<file path="config.mk">
export PLATFORM = sky130hd
export DESIGN_NAME = ts_capture
export DESIGN_NICKNAME = d
export VERILOG_FILES = /design/src/rtl/ts_cap_pkg.sv /design/src/rtl/ts_edge_sync.sv /design/src/rtl/ts_byte_assembler.sv /design/src/rtl/ts_packet_framer.sv /design/src/rtl/ts_capture.sv
export SDC_FILE = /design/constraint.sdc
export NUM_CORES = 1
export LEC_CHECK = 0
export ABC_AREA = 1
export BUFFER_PORTS_ARGS = -buffer_cell sky130_fd_sc_hd__buf_2
export CAP_MARGIN = 40
export CORE_MARGIN = 2
export CORE_UTILIZATION = 37
export CTS_CLUSTER_SIZE = 10
export DETAILED_ROUTE_END_ITERATION = 8
export PLACE_DENSITY_LB_ADDON = 0.1
export SLEW_MARGIN = 15
export SYNTH_ARGS = -nofsm -noshare
export SYNTH_HDL_FRONTEND = slang
export SYNTH_HIERARCHICAL = 1
export SYNTH_SLANG_ARGS = --single-unit
export TNS_END_PERCENT = 50
</file>
<file path="constraint.sdc">
create_clock -name clk -period 1.54 [get_ports clk]
set_clock_uncertainty 0.2 [all_clocks]
set_input_delay 0.154 -clock clk [delete_from_list [all_inputs] [get_ports clk]]
set_output_delay 0.154 -clock clk [all_outputs]
set_load 0.05 [all_outputs]
</file>
<file path="src/rtl/ts_cap_pkg.sv">
// Package: shared constants for the transport stream capture block.
// Assumes 188-byte packets led by the sync byte 0x47.
package ts_cap_pkg;
    localparam int          TS_PKT_LEN   = 188;
    localparam logic [7:0]  TS_SYNC_BYTE = 8'h47;
    localparam int          TS_LOCK_GOOD = 3;
    localparam int          TS_LOCK_BAD  = 2;
endpackage

</file>
<file path="src/rtl/ts_edge_sync.sv">
// Module: ts_edge_sync
// Oversamples the external byte/bit clock, strobe and data on the system
// clock, and emits one sample pulse per active edge of that clock.
// Assumes the system clock runs at more than twice the external clock and
// that data and strobe are stable around the active edge.
module ts_edge_sync #(
    parameter int DW = 8
) (
    input  logic          clk,
    input  logic          rst_n,
    input  logic          cfg_fall,
    input  logic          bclk,
    input  logic          strobe,
    input  logic [DW-1:0] data,
    output logic          smp_vld,
    output logic          smp_str,
    output logic [DW-1:0] smp_dat
);
    logic          bclk_q, bclk_q2, str_q;
    logic [DW-1:0] dat_q;
    logic          act_edge;

    // Register the raw inputs together with a delayed copy of the clock.
    always_ff @(posedge clk) begin
        if (!rst_n) begin
            bclk_q  <= 1'b0;
            bclk_q2 <= 1'b0;
            str_q   <= 1'b0;
            dat_q   <= '0;
        end else begin
            bclk_q  <= bclk;
            bclk_q2 <= bclk_q;
            str_q   <= strobe;
            dat_q   <= data;
        end
    end

    // Detect the edge chosen by the polarity bit.
    always_comb begin
        act_edge = cfg_fall ? (bclk_q2 & ~bclk_q) : (~bclk_q2 & bclk_q);
    end

    // Hold the sample taken at the active edge.
    always_ff @(posedge clk) begin
        if (!rst_n) begin
            smp_vld <= 1'b0;
            smp_str <= 1'b0;
            smp_dat <= '0;
        end else begin
            smp_vld <= act_edge;
            if (act_edge) begin
                smp_str <= str_q;
                smp_dat <= dat_q;
            end
        end
    end
endmodule

</file>
<file path="src/rtl/ts_byte_assembler.sv">
// Module: ts_byte_assembler
// Turns samples into bytes. In parallel mode every sample is a byte. In
// serial mode bit 0 is shifted in MSB first and a byte is emitted every
// DW bits, counted from the strobe-marked first bit. Each byte carries a
// start mark and an enable taken from the strobe.
// Assumes samples arrive at most every other clock.
module ts_byte_assembler #(
    parameter int DW = 8
) (
    input  logic          clk,
    input  logic          rst_n,
    input  logic          cfg_serial,
    input  logic          cfg_den,
    input  logic          smp_vld,
    input  logic          smp_str,
    input  logic [DW-1:0] smp_dat,
    output logic          byt_vld,
    output logic [DW-1:0] byt_dat,
    output logic          byt_start,
    output logic          byt_en
);
    localparam int CW = $clog2(DW);

    logic          str_prev;
    logic          mark;
    logic          smp_en;
    logic [CW-1:0] bit_cnt;
    logic [DW-2:0] shreg;
    logic          pend_start;
    logic          pend_en;

    // Packet-start mark: a strobe level in pulse mode, a rising window in enable mode.
    always_comb begin
        mark   = cfg_den ? (smp_str & ~str_prev) : smp_str;
        smp_en = cfg_den ? smp_str : 1'b1;
    end

    // Keep the previous sampled strobe for window-edge detection.
    always_ff @(posedge clk) begin
        if (!rst_n)       str_prev <= 1'b0;
        else if (smp_vld) str_prev <= smp_str;
    end

    // Assemble and emit bytes for both input modes.
    always_ff @(posedge clk) begin
        if (!rst_n) begin
            byt_vld    <= 1'b0;
            byt_dat    <= '0;
            byt_start  <= 1'b0;
            byt_en     <= 1'b0;
            bit_cnt    <= '0;
            shreg      <= '0;
            pend_start <= 1'b0;
            pend_en    <= 1'b0;
        end else begin
            byt_vld <= 1'b0;
            if (smp_vld && !cfg_serial) begin
                byt_vld   <= 1'b1;
                byt_dat   <= smp_dat;
                byt_start <= mark;
                byt_en    <= smp_en;
            end else if (smp_vld) begin
                if (mark) begin
                    shreg      <= {{(DW-2){1'b0}}, smp_dat[0]};
                    bit_cnt    <= CW'(1);
                    pend_start <= 1'b1;
                    pend_en    <= smp_en;
                end else if (bit_cnt == CW'(DW-1)) begin
                    byt_vld    <= 1'b1;
                    byt_dat    <= {shreg, smp_dat[0]};
                    byt_start  <= pend_start;
                    byt_en     <= pend_en;
                    bit_cnt    <= '0;
                    pend_start <= 1'b0;
                end else begin
                    if (bit_cnt == '0) pend_en <= smp_en;
                    shreg   <= {shreg[DW-3:0], smp_dat[0]};
                    bit_cnt <= bit_cnt + 1'b1;
                end
            end
        end
    end
endmodule

</file>
<file path="src/rtl/ts_packet_framer.sv">
// Module: ts_packet_framer
// Counts bytes into packets, marks start and end of each packet, flags
// mid-packet realignment and tracks sync-byte lock. Bytes with the enable
// low are dropped, and so are bytes seen before the first strobe mark.
// Assumes bytes arrive at most every other clock.
module ts_packet_framer #(
    parameter int          DW        = 8,
    parameter int          PKT_LEN   = 188,
    parameter logic [DW-1:0] SYNC    = 8'h47,
    parameter int          LOCK_GOOD = 3,
    parameter int          LOCK_BAD  = 2
) (
    input  logic          clk,
    input  logic          rst_n,
    input  logic          byt_vld,
    input  logic [DW-1:0] byt_dat,
    input  logic          byt_start,
    input  logic          byt_en,
    output logic [DW-1:0] out_data,
    output logic          out_valid,
    output logic          out_sop,
    output logic          out_eop,
    output logic          out_err,
    output logic          out_lock
);
    localparam int IW = $clog2(PKT_LEN);
    localparam int GW = $clog2(LOCK_GOOD + 1);
    localparam int BW = $clog2(LOCK_BAD + 1);

    logic [IW-1:0] idx, pos;
    logic          aligned;
    logic [GW-1:0] good_cnt, g_next;
    logic [BW-1:0] bad_cnt, b_next;
    logic          take, pkt_first, mid, is_sync, last;

    // Decode the current byte's place in the packet and the lock counter updates.
    always_comb begin
        take      = byt_vld & byt_en & (aligned | byt_start);
        pos       = byt_start ? '0 : idx;
        pkt_first = (pos == '0);
        last      = (pos == IW'(PKT_LEN - 1));
        mid       = byt_start & aligned & (idx != '0);
        is_sync   = (byt_dat == SYNC);
        if (mid)
            g_next = GW'(1);
        else if (good_cnt == GW'(LOCK_GOOD))
            g_next = good_cnt;
        else
            g_next = good_cnt + 1'b1;
        b_next = (bad_cnt == BW'(LOCK_BAD)) ? bad_cnt : bad_cnt + 1'b1;
    end

    // Byte output, packet counter and alignment state.
    always_ff @(posedge clk) begin
        if (!rst_n) begin
            out_data  <= '0;
            out_valid <= 1'b0;
            out_sop   <= 1'b0;
            out_eop   <= 1'b0;
            out_err   <= 1'b0;
            idx       <= '0;
            aligned   <= 1'b0;
        end else begin
            out_valid <= 1'b0;
            out_sop   <= 1'b0;
            out_eop   <= 1'b0;
            out_err   <= 1'b0;
            if (take) begin
                out_valid <= 1'b1;
                out_data  <= byt_dat;
                out_sop   <= pkt_first;
                out_eop   <= last;
                out_err   <= mid;
                idx       <= last ? '0 : pos + 1'b1;
                aligned   <= 1'b1;
            end
        end
    end

    // Lock tracking on each packet's first byte.
    always_ff @(posedge clk) begin
        if (!rst_n) begin
            good_cnt <= '0;
            bad_cnt  <= '0;
            out_lock <= 1'b0;
        end else if (take && pkt_first) begin
            if (is_sync) begin
                good_cnt <= g_next;
                bad_cnt  <= '0;
                if (g_next == GW'(LOCK_GOOD)) out_lock <= 1'b1;
            end else begin
                good_cnt <= '0;
                bad_cnt  <= b_next;
                if (b_next == BW'(LOCK_BAD)) out_lock <= 1'b0;
            end
        end
    end
endmodule

</file>
<file path="src/rtl/ts_capture.sv">
// Module: ts_capture (top)
// Captures an MPEG2 transport stream from a parallel or serial source.
// The strobe is read as a sync pulse or as a data-enable window, and the
// clock edge is programmable. Delivers framed 188-byte packets with a lock flag.
// Assumes the configuration bits are held steady while traffic flows.
module ts_capture
    import ts_cap_pkg::*;
#(
    parameter int         DW        = 8,
    parameter int         PKT_LEN   = TS_PKT_LEN,
    parameter logic [7:0] SYNC      = TS_SYNC_BYTE,
    parameter int         LOCK_GOOD = TS_LOCK_GOOD,
    parameter int         LOCK_BAD  = TS_LOCK_BAD
) (
    input  logic          clk,
    input  logic          rst_n,
    input  logic          cfg_serial,
    input  logic          cfg_den,
    input  logic          cfg_fall,
    input  logic          ts_bclk,
    input  logic          ts_strobe,
    input  logic [DW-1:0] ts_data,
    output logic [DW-1:0] out_data,
    output logic          out_valid,
    output logic          out_sop,
    output logic          out_eop,
    output logic          out_err,
    output logic          out_lock
);
    logic          smp_vld, smp_str;
    logic [DW-1:0] smp_dat;
    logic          byt_vld, byt_start, byt_en;
    logic [DW-1:0] byt_dat;

    ts_edge_sync #(.DW(DW)) u_sync (
        .clk     (clk),
        .rst_n   (rst_n),
        .cfg_fall(cfg_fall),
        .bclk    (ts_bclk),
        .strobe  (ts_strobe),
        .data    (ts_data),
        .smp_vld (smp_vld),
        .smp_str (smp_str),
        .smp_dat (smp_dat)
    );

    ts_byte_assembler #(.DW(DW)) u_asm (
        .clk       (clk),
        .rst_n     (rst_n),
        .cfg_serial(cfg_serial),
        .cfg_den   (cfg_den),
        .smp_vld   (smp_vld),
        .smp_str   (smp_str),
        .smp_dat   (smp_dat),
        .byt_vld   (byt_vld),
        .byt_dat   (byt_dat),
        .byt_start (byt_start),
        .byt_en    (byt_en)
    );

    ts_packet_framer #(
        .DW(DW), .PKT_LEN(PKT_LEN), .SYNC(SYNC[DW-1:0]),
        .LOCK_GOOD(LOCK_GOOD), .LOCK_BAD(LOCK_BAD)
    ) u_frm (
        .clk      (clk),
        .rst_n    (rst_n),
        .byt_vld  (byt_vld),
        .byt_dat  (byt_dat),
        .byt_start(byt_start),
        .byt_en   (byt_en),
        .out_data (out_data),
        .out_valid(out_valid),
        .out_sop  (out_sop),
        .out_eop  (out_eop),
        .out_err  (out_err),
        .out_lock (out_lock)
    );
endmodule

</file>
# ---- After elaboration in Yosys (flattened, before gate mapping)
# Cells that the tools add are included.
dict set report word_totals {
  ram_bits 0
  reg_bits 71
  romBits 0
  latchBits 0
  output_inout_bits 13
  n_memories 0
  in_bits 15
  word_cells 109
}
dict set report op_classes {
  muxes 39
  bitwise_logic 12
  addsub 4
  n_shift 0
  eq_ne 10
  div 0
  reduce_logical 18
  n_lt_le_gt_ge 0
  multipliers 0
}
# cell count
set ops {}
lappend ops {{8-bit two-way mux} 6}
lappend ops {{1-bit two-way mux} 24}
lappend ops {{7-bit two-way mux} 2}
lappend ops {{3-bit AND reduction} 4}
lappend ops {{2-bit two-way mux} 5}
lappend ops {{2-bit nonzero test} 5}
lappend ops {{8-bit by 1-bit adder with 8-bit output (second input constant)} 1}
lappend ops {{2-bit equality test (second input constant)} 4}
lappend ops {{8-bit by 7-bit equality test with 1-bit output (second input constant)} 1}
lappend ops {{8-bit equality test (second input constant)} 1}
lappend ops {{8-bit logical NOT} 1}
lappend ops {{8-bit nonzero test} 1}
lappend ops {{1-bit AND} 7}
lappend ops {{3-bit two-way mux} 2}
lappend ops {{2-bit by 1-bit adder with 2-bit output (second input constant)} 2}
lappend ops {{2-bit != test (second input constant)} 2}
lappend ops {{1-bit inverter} 4}
lappend ops {{2-bit AND reduction} 2}
lappend ops {{4-bit AND reduction} 1}
lappend ops {{3-bit by 1-bit adder with 3-bit output (second input constant)} 1}
lappend ops {{3-bit equality test (second input constant)} 1}
lappend ops {{3-bit logical NOT} 1}
lappend ops {{1-bit logical AND} 2}
lappend ops {{2-bit by 1-bit != test with 1-bit output (second input constant)} 1}
lappend ops {{other kinds (2)} 2}

# ---- Depth between registers and ports, before layout
dict set report depth {
  word_depth 6
  mapped_depth 11
}

# ---- Hierarchy
# The synthesis kept the hierarchy.
# mod instances cells_each area_per_inst_um2
set by_module_without_submodules {}
lappend by_module_without_submodules {ts_packet_framer 1 190 1276.2}
lappend by_module_without_submodules {ts_byte_assembler 1 177 1196.1}
lappend by_module_without_submodules {ts_edge_sync 1 98 829.5}

# ---- Least setup slack after synthesis
# Ideal clock, no wire load.
dict set report synth_timing {
  kind {register -> register}
  startpoint {reg u_asm.byt_start}
  endpoint {reg u_frm.idx[6]}
  stages_incl_launch_ff 10
  required_ns 1.208
  setup_ns 0.132
  arrival_time_ns 1.364
  path_slack_ns -0.156
  synth_period_minus_slack_ns 1.696
  cell_sequence {dfxtp_1 nor2_1 ha_1 inv_1 nor3_1 nand2_1 nand3_1 nand2_1 nand2_1 a21oi_1}
}
dict set report synth_between {
  elab_chain_len 3
}
# item line
set synth_rtl {}
lappend synth_rtl {{start: declaration} ts_byte_assembler.sv:19} ;# output logic byt_start,
lappend synth_rtl {{start signal: assignment} ts_byte_assembler.sv:60} ;# byt_start <= mark;
lappend synth_rtl {{start signal: assignment} ts_byte_assembler.sv:71} ;# byt_start <= pend_start;
lappend synth_rtl {{8-bit two-way mux} ts_packet_framer.sv:39} ;# pos = byt_start ? '0 : idx;
lappend synth_rtl {{8-bit by 1-bit adder with 8-bit output or 8-bit equality test (tied branches)} {ts_packet_framer.sv:74, ts_packet_framer.sv:41}}
lappend synth_rtl {{8-bit two-way mux} ts_packet_framer.sv:74} ;# idx <= last ? '0 : pos + 1'b1;
lappend synth_rtl {{end signal: assignment} ts_packet_framer.sv:74}
lappend synth_rtl {{end: declaration} ts_packet_framer.sv:30} ;# logic [IW-1:0] idx, pos;
# Several ways; a longest one is shown, not always the timed one.
# A chain may end at the register's enable or synchronous reset.

# ---- Worst setup path after layout
dict set report layout_timing {
  startpoint {reg u_asm.byt_start}
  endpoint {reg u_frm.out_lock}
}
dict set report layout_between {
  elab_chain_len 6
}
# item line
set layout_rtl {}
lappend layout_rtl {{1-bit AND (2 in a row)} ts_packet_framer.sv:42} ;# mid = byt_start & aligned & (idx != '0);
lappend layout_rtl {{2-bit two-way mux} ts_packet_framer.sv:44} ;# if (mid)
lappend layout_rtl {{2-bit equality test} ts_packet_framer.sv:90} ;# if (g_next == GW'(LOCK_GOOD)) out_lock <= 1'b1;
lappend layout_rtl {{2-bit != test (no source line)} --}
lappend layout_rtl {{3-bit AND reduction (no source line) (*)} --}
lappend layout_rtl {{end signal: assignment} ts_packet_framer.sv:85} ;# out_lock <= 1'b0;
lappend layout_rtl {{end signal: assignment} ts_packet_framer.sv:90}
lappend layout_rtl {{end signal: assignment} ts_packet_framer.sv:94} ;# if (b_next == BW'(LOCK_BAD)) out_lock <= 1'b0;
lappend layout_rtl {{end: declaration} ts_packet_framer.sv:24} ;# output logic out_lock
# Every way passes the cells marked *; elsewhere a longest branch is shown, timed or not.

==> results.toml <==
[grt]
use_met1_pct = 20.7
overflow = 0
grtUsageMet3_pct = 2.77
grt_pass1_wl_mm = 12.6
grt_max_degree = 24
grt_usage_pct = 16.0
globalRouteMet2Util_pct = 26.3
top_usage_layer = "met2"
grt_antenna_before_repair = 0
grt_pass1_vias = 2705

[power_and_ir_drop]
powerDensity_nw_per_um2 = 791
power_mw = 3.43
p_leak_nw = 1.95
peakVddDrop_mv = 0.328

[timing]
relSlewSlack_pct = 78.1
setup_viol = 8
fin_crit_sh_pct = 105
final-hold-violation-count = 0
timing.final.crit_period_ns = 1.61
hold_slack_ns = 0.0341
final_max_slew_viol_count = 0
rsz0062_at_grt = "true"
worst_slack_ns = -0.0730
fmax_mhz = 620
tightest_slew_ns = 0.327

[worst_hold_path]
min_path_cells = 2
hold_path.class = "in -> reg"
min_to = "u_asm/byt_vld"
min_from = "cfg_serial"

[critical_path]
r2r_slack_ns = -0.07
r2r-end = "u_frm/out_lock"
critPathMaxFanout = 9
crit_required_ns = 1.62
max_stage_delay_ns = 0.39
cp-start-kind = "register"
end_kind = "register"
critical_path_arrival_ns = 1.69
crit_slowest_cell = "dfxtp_4"
r2r.worst_path.cells = 7
worst-setup-path-type = "reg -> reg"
worstPathCellList = "buf_6 > clkinv_8 > nand2_1 > nand3_2 > nor3_4 > nand3_1 > a21oi_1"
rr_startpoint = "u_asm/byt_start"

[synthesis]
synthMuxAreaShare_pct = 0
ys_warn_count = 6
synth_seq_cells = 71
synth_xor_area_share_pct = 0.265
synth-main-ff-cell = "dfxtp_1"
synth_cells = 465
synth_top_family_by_area = "simple AND/OR/NAND/NOR gates"
seq_area_frac_synth_pct = 43.0
syn_area_um2 = 3300
netlist.area_leader.share_pct = 43.0
synth_top_area_cell = "dfxtp_1"
syn_nets = 487
synth_edf_count = 0
syn_area_per_cell_um2 = 7.10
synth-simple-area-share_pct = 31.4
synth_compound_area_share_pct = 11.0
synth_cell_types = 34
synth_area_leaders = "dfxtp_1, nand2_1, nor2_1, inv_1, a21oi_1"
async_flop_share_pct = 0
synth_adder_area_share_pct = 2.65

[clock_network]
clock-sinks = 71
clk_pin_slew_ns = 0.08
worstSkewPairLatency_ns = 0.34
tritoncts = "done"
clockBufferDepth = 2
clock_tree.root_cell = "clkbuf_8"
cts_htree_levels = 3
cts_buffers = 9

[detailed_routing]
totalWireLength_mm = 7.66
dr_total_vias = 2987
drt_iter0_drc = 77
vias_per_cell = 4.59
drc = 0
dr.pass1.iters = 4
wl_per_cell_um = 11.8
final_antenna_net_count = 0

[place]
port_buffers = 27
dpl.hpwl_mm = 5.15
gp_congestion = 0.821

[die]
fp-row-count = 34
start_util_pct = 38.0
coreArea_um2 = 8680
die_area_um2 = 9700
io-pin-count = 28
fp.dieH_um = 98.5
die_width_um = 98.5

[finish]
fillers = 904
layout.nets = 561
drive_gt1_share_pct = 29.5
diodes = 0
areaGrowthSynthToFinish_pct = 31.6

[status]
failed_checks = "setup timing"
status = "complete, but fails checks"

[job]
cap_violations = 0
[critical path: cells and delay by family, from the launching register on]
kind	cells	cell delay, ns
buf+inv	2	0.22
simple gates	4	0.61
flops	1	0.39
compound gates	1	0.12
[what timing repair did]
item                                   CTS  global route
pin swaps                                7            19
gates cloned                             1             2
resized for setup                       28            55
endpoints found under the hold margin   14             0
setup endpoints to repair               27            33
buffers inserted                         0             5
hold buffers                            13             0
[layout by cell type (no fill, tap or decap), drive strengths merged]
cell,instances
o211ai,1
clkinv,5
nand2,117
a21oi,37
xnor2,1
clkinvlp,2
nor2,81
nor3,4
dlygate4sd3,12
nand4,7
a21boi,2
o31ai,1
a211oi,1
ha,7
dfxtp,71
o21ai,20
clkbuf,11
nand3,31
buf,62
inv,68
o21bai,1
dlymetal6s4s,1
[per-stage QoR]
stage	util [%]	worst slack (ns)	std cells	TNS (ns)	cell area [um2]
after floorplan	-	-0.0358	465	-0.0812	3310
after global placement	42.6	-0.0705	616	-0.624	3700
after detailed placement	42.6	-0.137	616	-1.33	3700
after CTS	47.2	-0.0501	645	-0.306	4090
after global routing	50.1	-0.143	651	-1.23	4340
final	50.1	-0.0730	651	-0.334	4340
[flip-flops by register name, summed over array words and instances (netlist names), 2 cells and up]
name,cells
u_asm/byt_dat,8
u_frm/bad_cnt,2
u_asm/shreg,7
u_sync/smp_dat,8
u_frm/idx,8
u_frm/good_cnt,2
u_frm/out_data,8
u_asm/bit_cnt,3
u_sync/dat_q,8
[report_power, final]
group	switching (mW)	internal [mW]	total, mW	leakage (nW)
Clock	0.696	0.612	1.31	0.0850
Combinational	0.133	0.100	0.233	1.29
Sequential	0.0227	1.87	1.89	0.580
[cells in the mapped netlist (2+ instances only)]
master and n:
buf_2 5, nand2_4 2, nand3_2 3, nand3_1 22, clkbuf_1 5, inv_2 8
nand3_4 3, inv_1 61, nor2_1 78, nor2_2 2, nand4_1 7, nand2_2 2
dfxtp_1 71, buf_12 2, a21oi_2 9, a21oi_1 28, buf_6 2, nand2_1 113
nor3_1 3, o21ai_0 19, ha_1 7
[per-layer routing]
metal / vias up / wire length [um] / part of all wire, %
met2: 48 / 3690 / 48
met4: 0 / 128 / 1.7
met3: 12 / 217 / 2.8
met1: 1330 / 3630 / 47
met5: - / 0 / 0
li1: 1597 / - / -
[layout make-up]
cell class / instances / area (um2) / area share, %
clock inverters: 4 / 22.5 / 0.518
flip-flops and latches: 71 / 1430 / 32.9
well taps: 108 / 135 / 3.11
clock buffers: 11 / 141 / 3.25
multi-input cells: 311 / 1780 / 41.0
repair buffers: 75 / 541 / 12.4
inverters: 71 / 293 / 6.74
[cell families after synthesis]
kind of cell	after synthesis
buffers and inverters	86
AO/OA/AOI/OAI	63
XOR/XNOR	1
adder cells (fa/ha/maj)	7
flip-flops	71
AND/OR/NAND/NOR	237
[worst max path at each step]
stage	from	endpoint	slack [ns]	depth (start not counted)
2_1_floorplan	u_frm/idx[0]	u_frm/idx[5]	-0.04	10
3_3_place_gp	u_frm/idx[0]	u_frm/idx[4]	-0.07	8
6_report	u_asm/byt_start	u_frm/out_lock	-0.07	7
5_1_grt	u_asm/byt_start	u_frm/out_lock	-0.14	10
3_5_place_dp	u_frm/idx[0]	u_frm/idx[7]	-0.14	10
4_1_cts	u_asm/byt_start	u_frm/out_lock	-0.05	10
No activity file was read; power rests on OpenSTA's default activity.
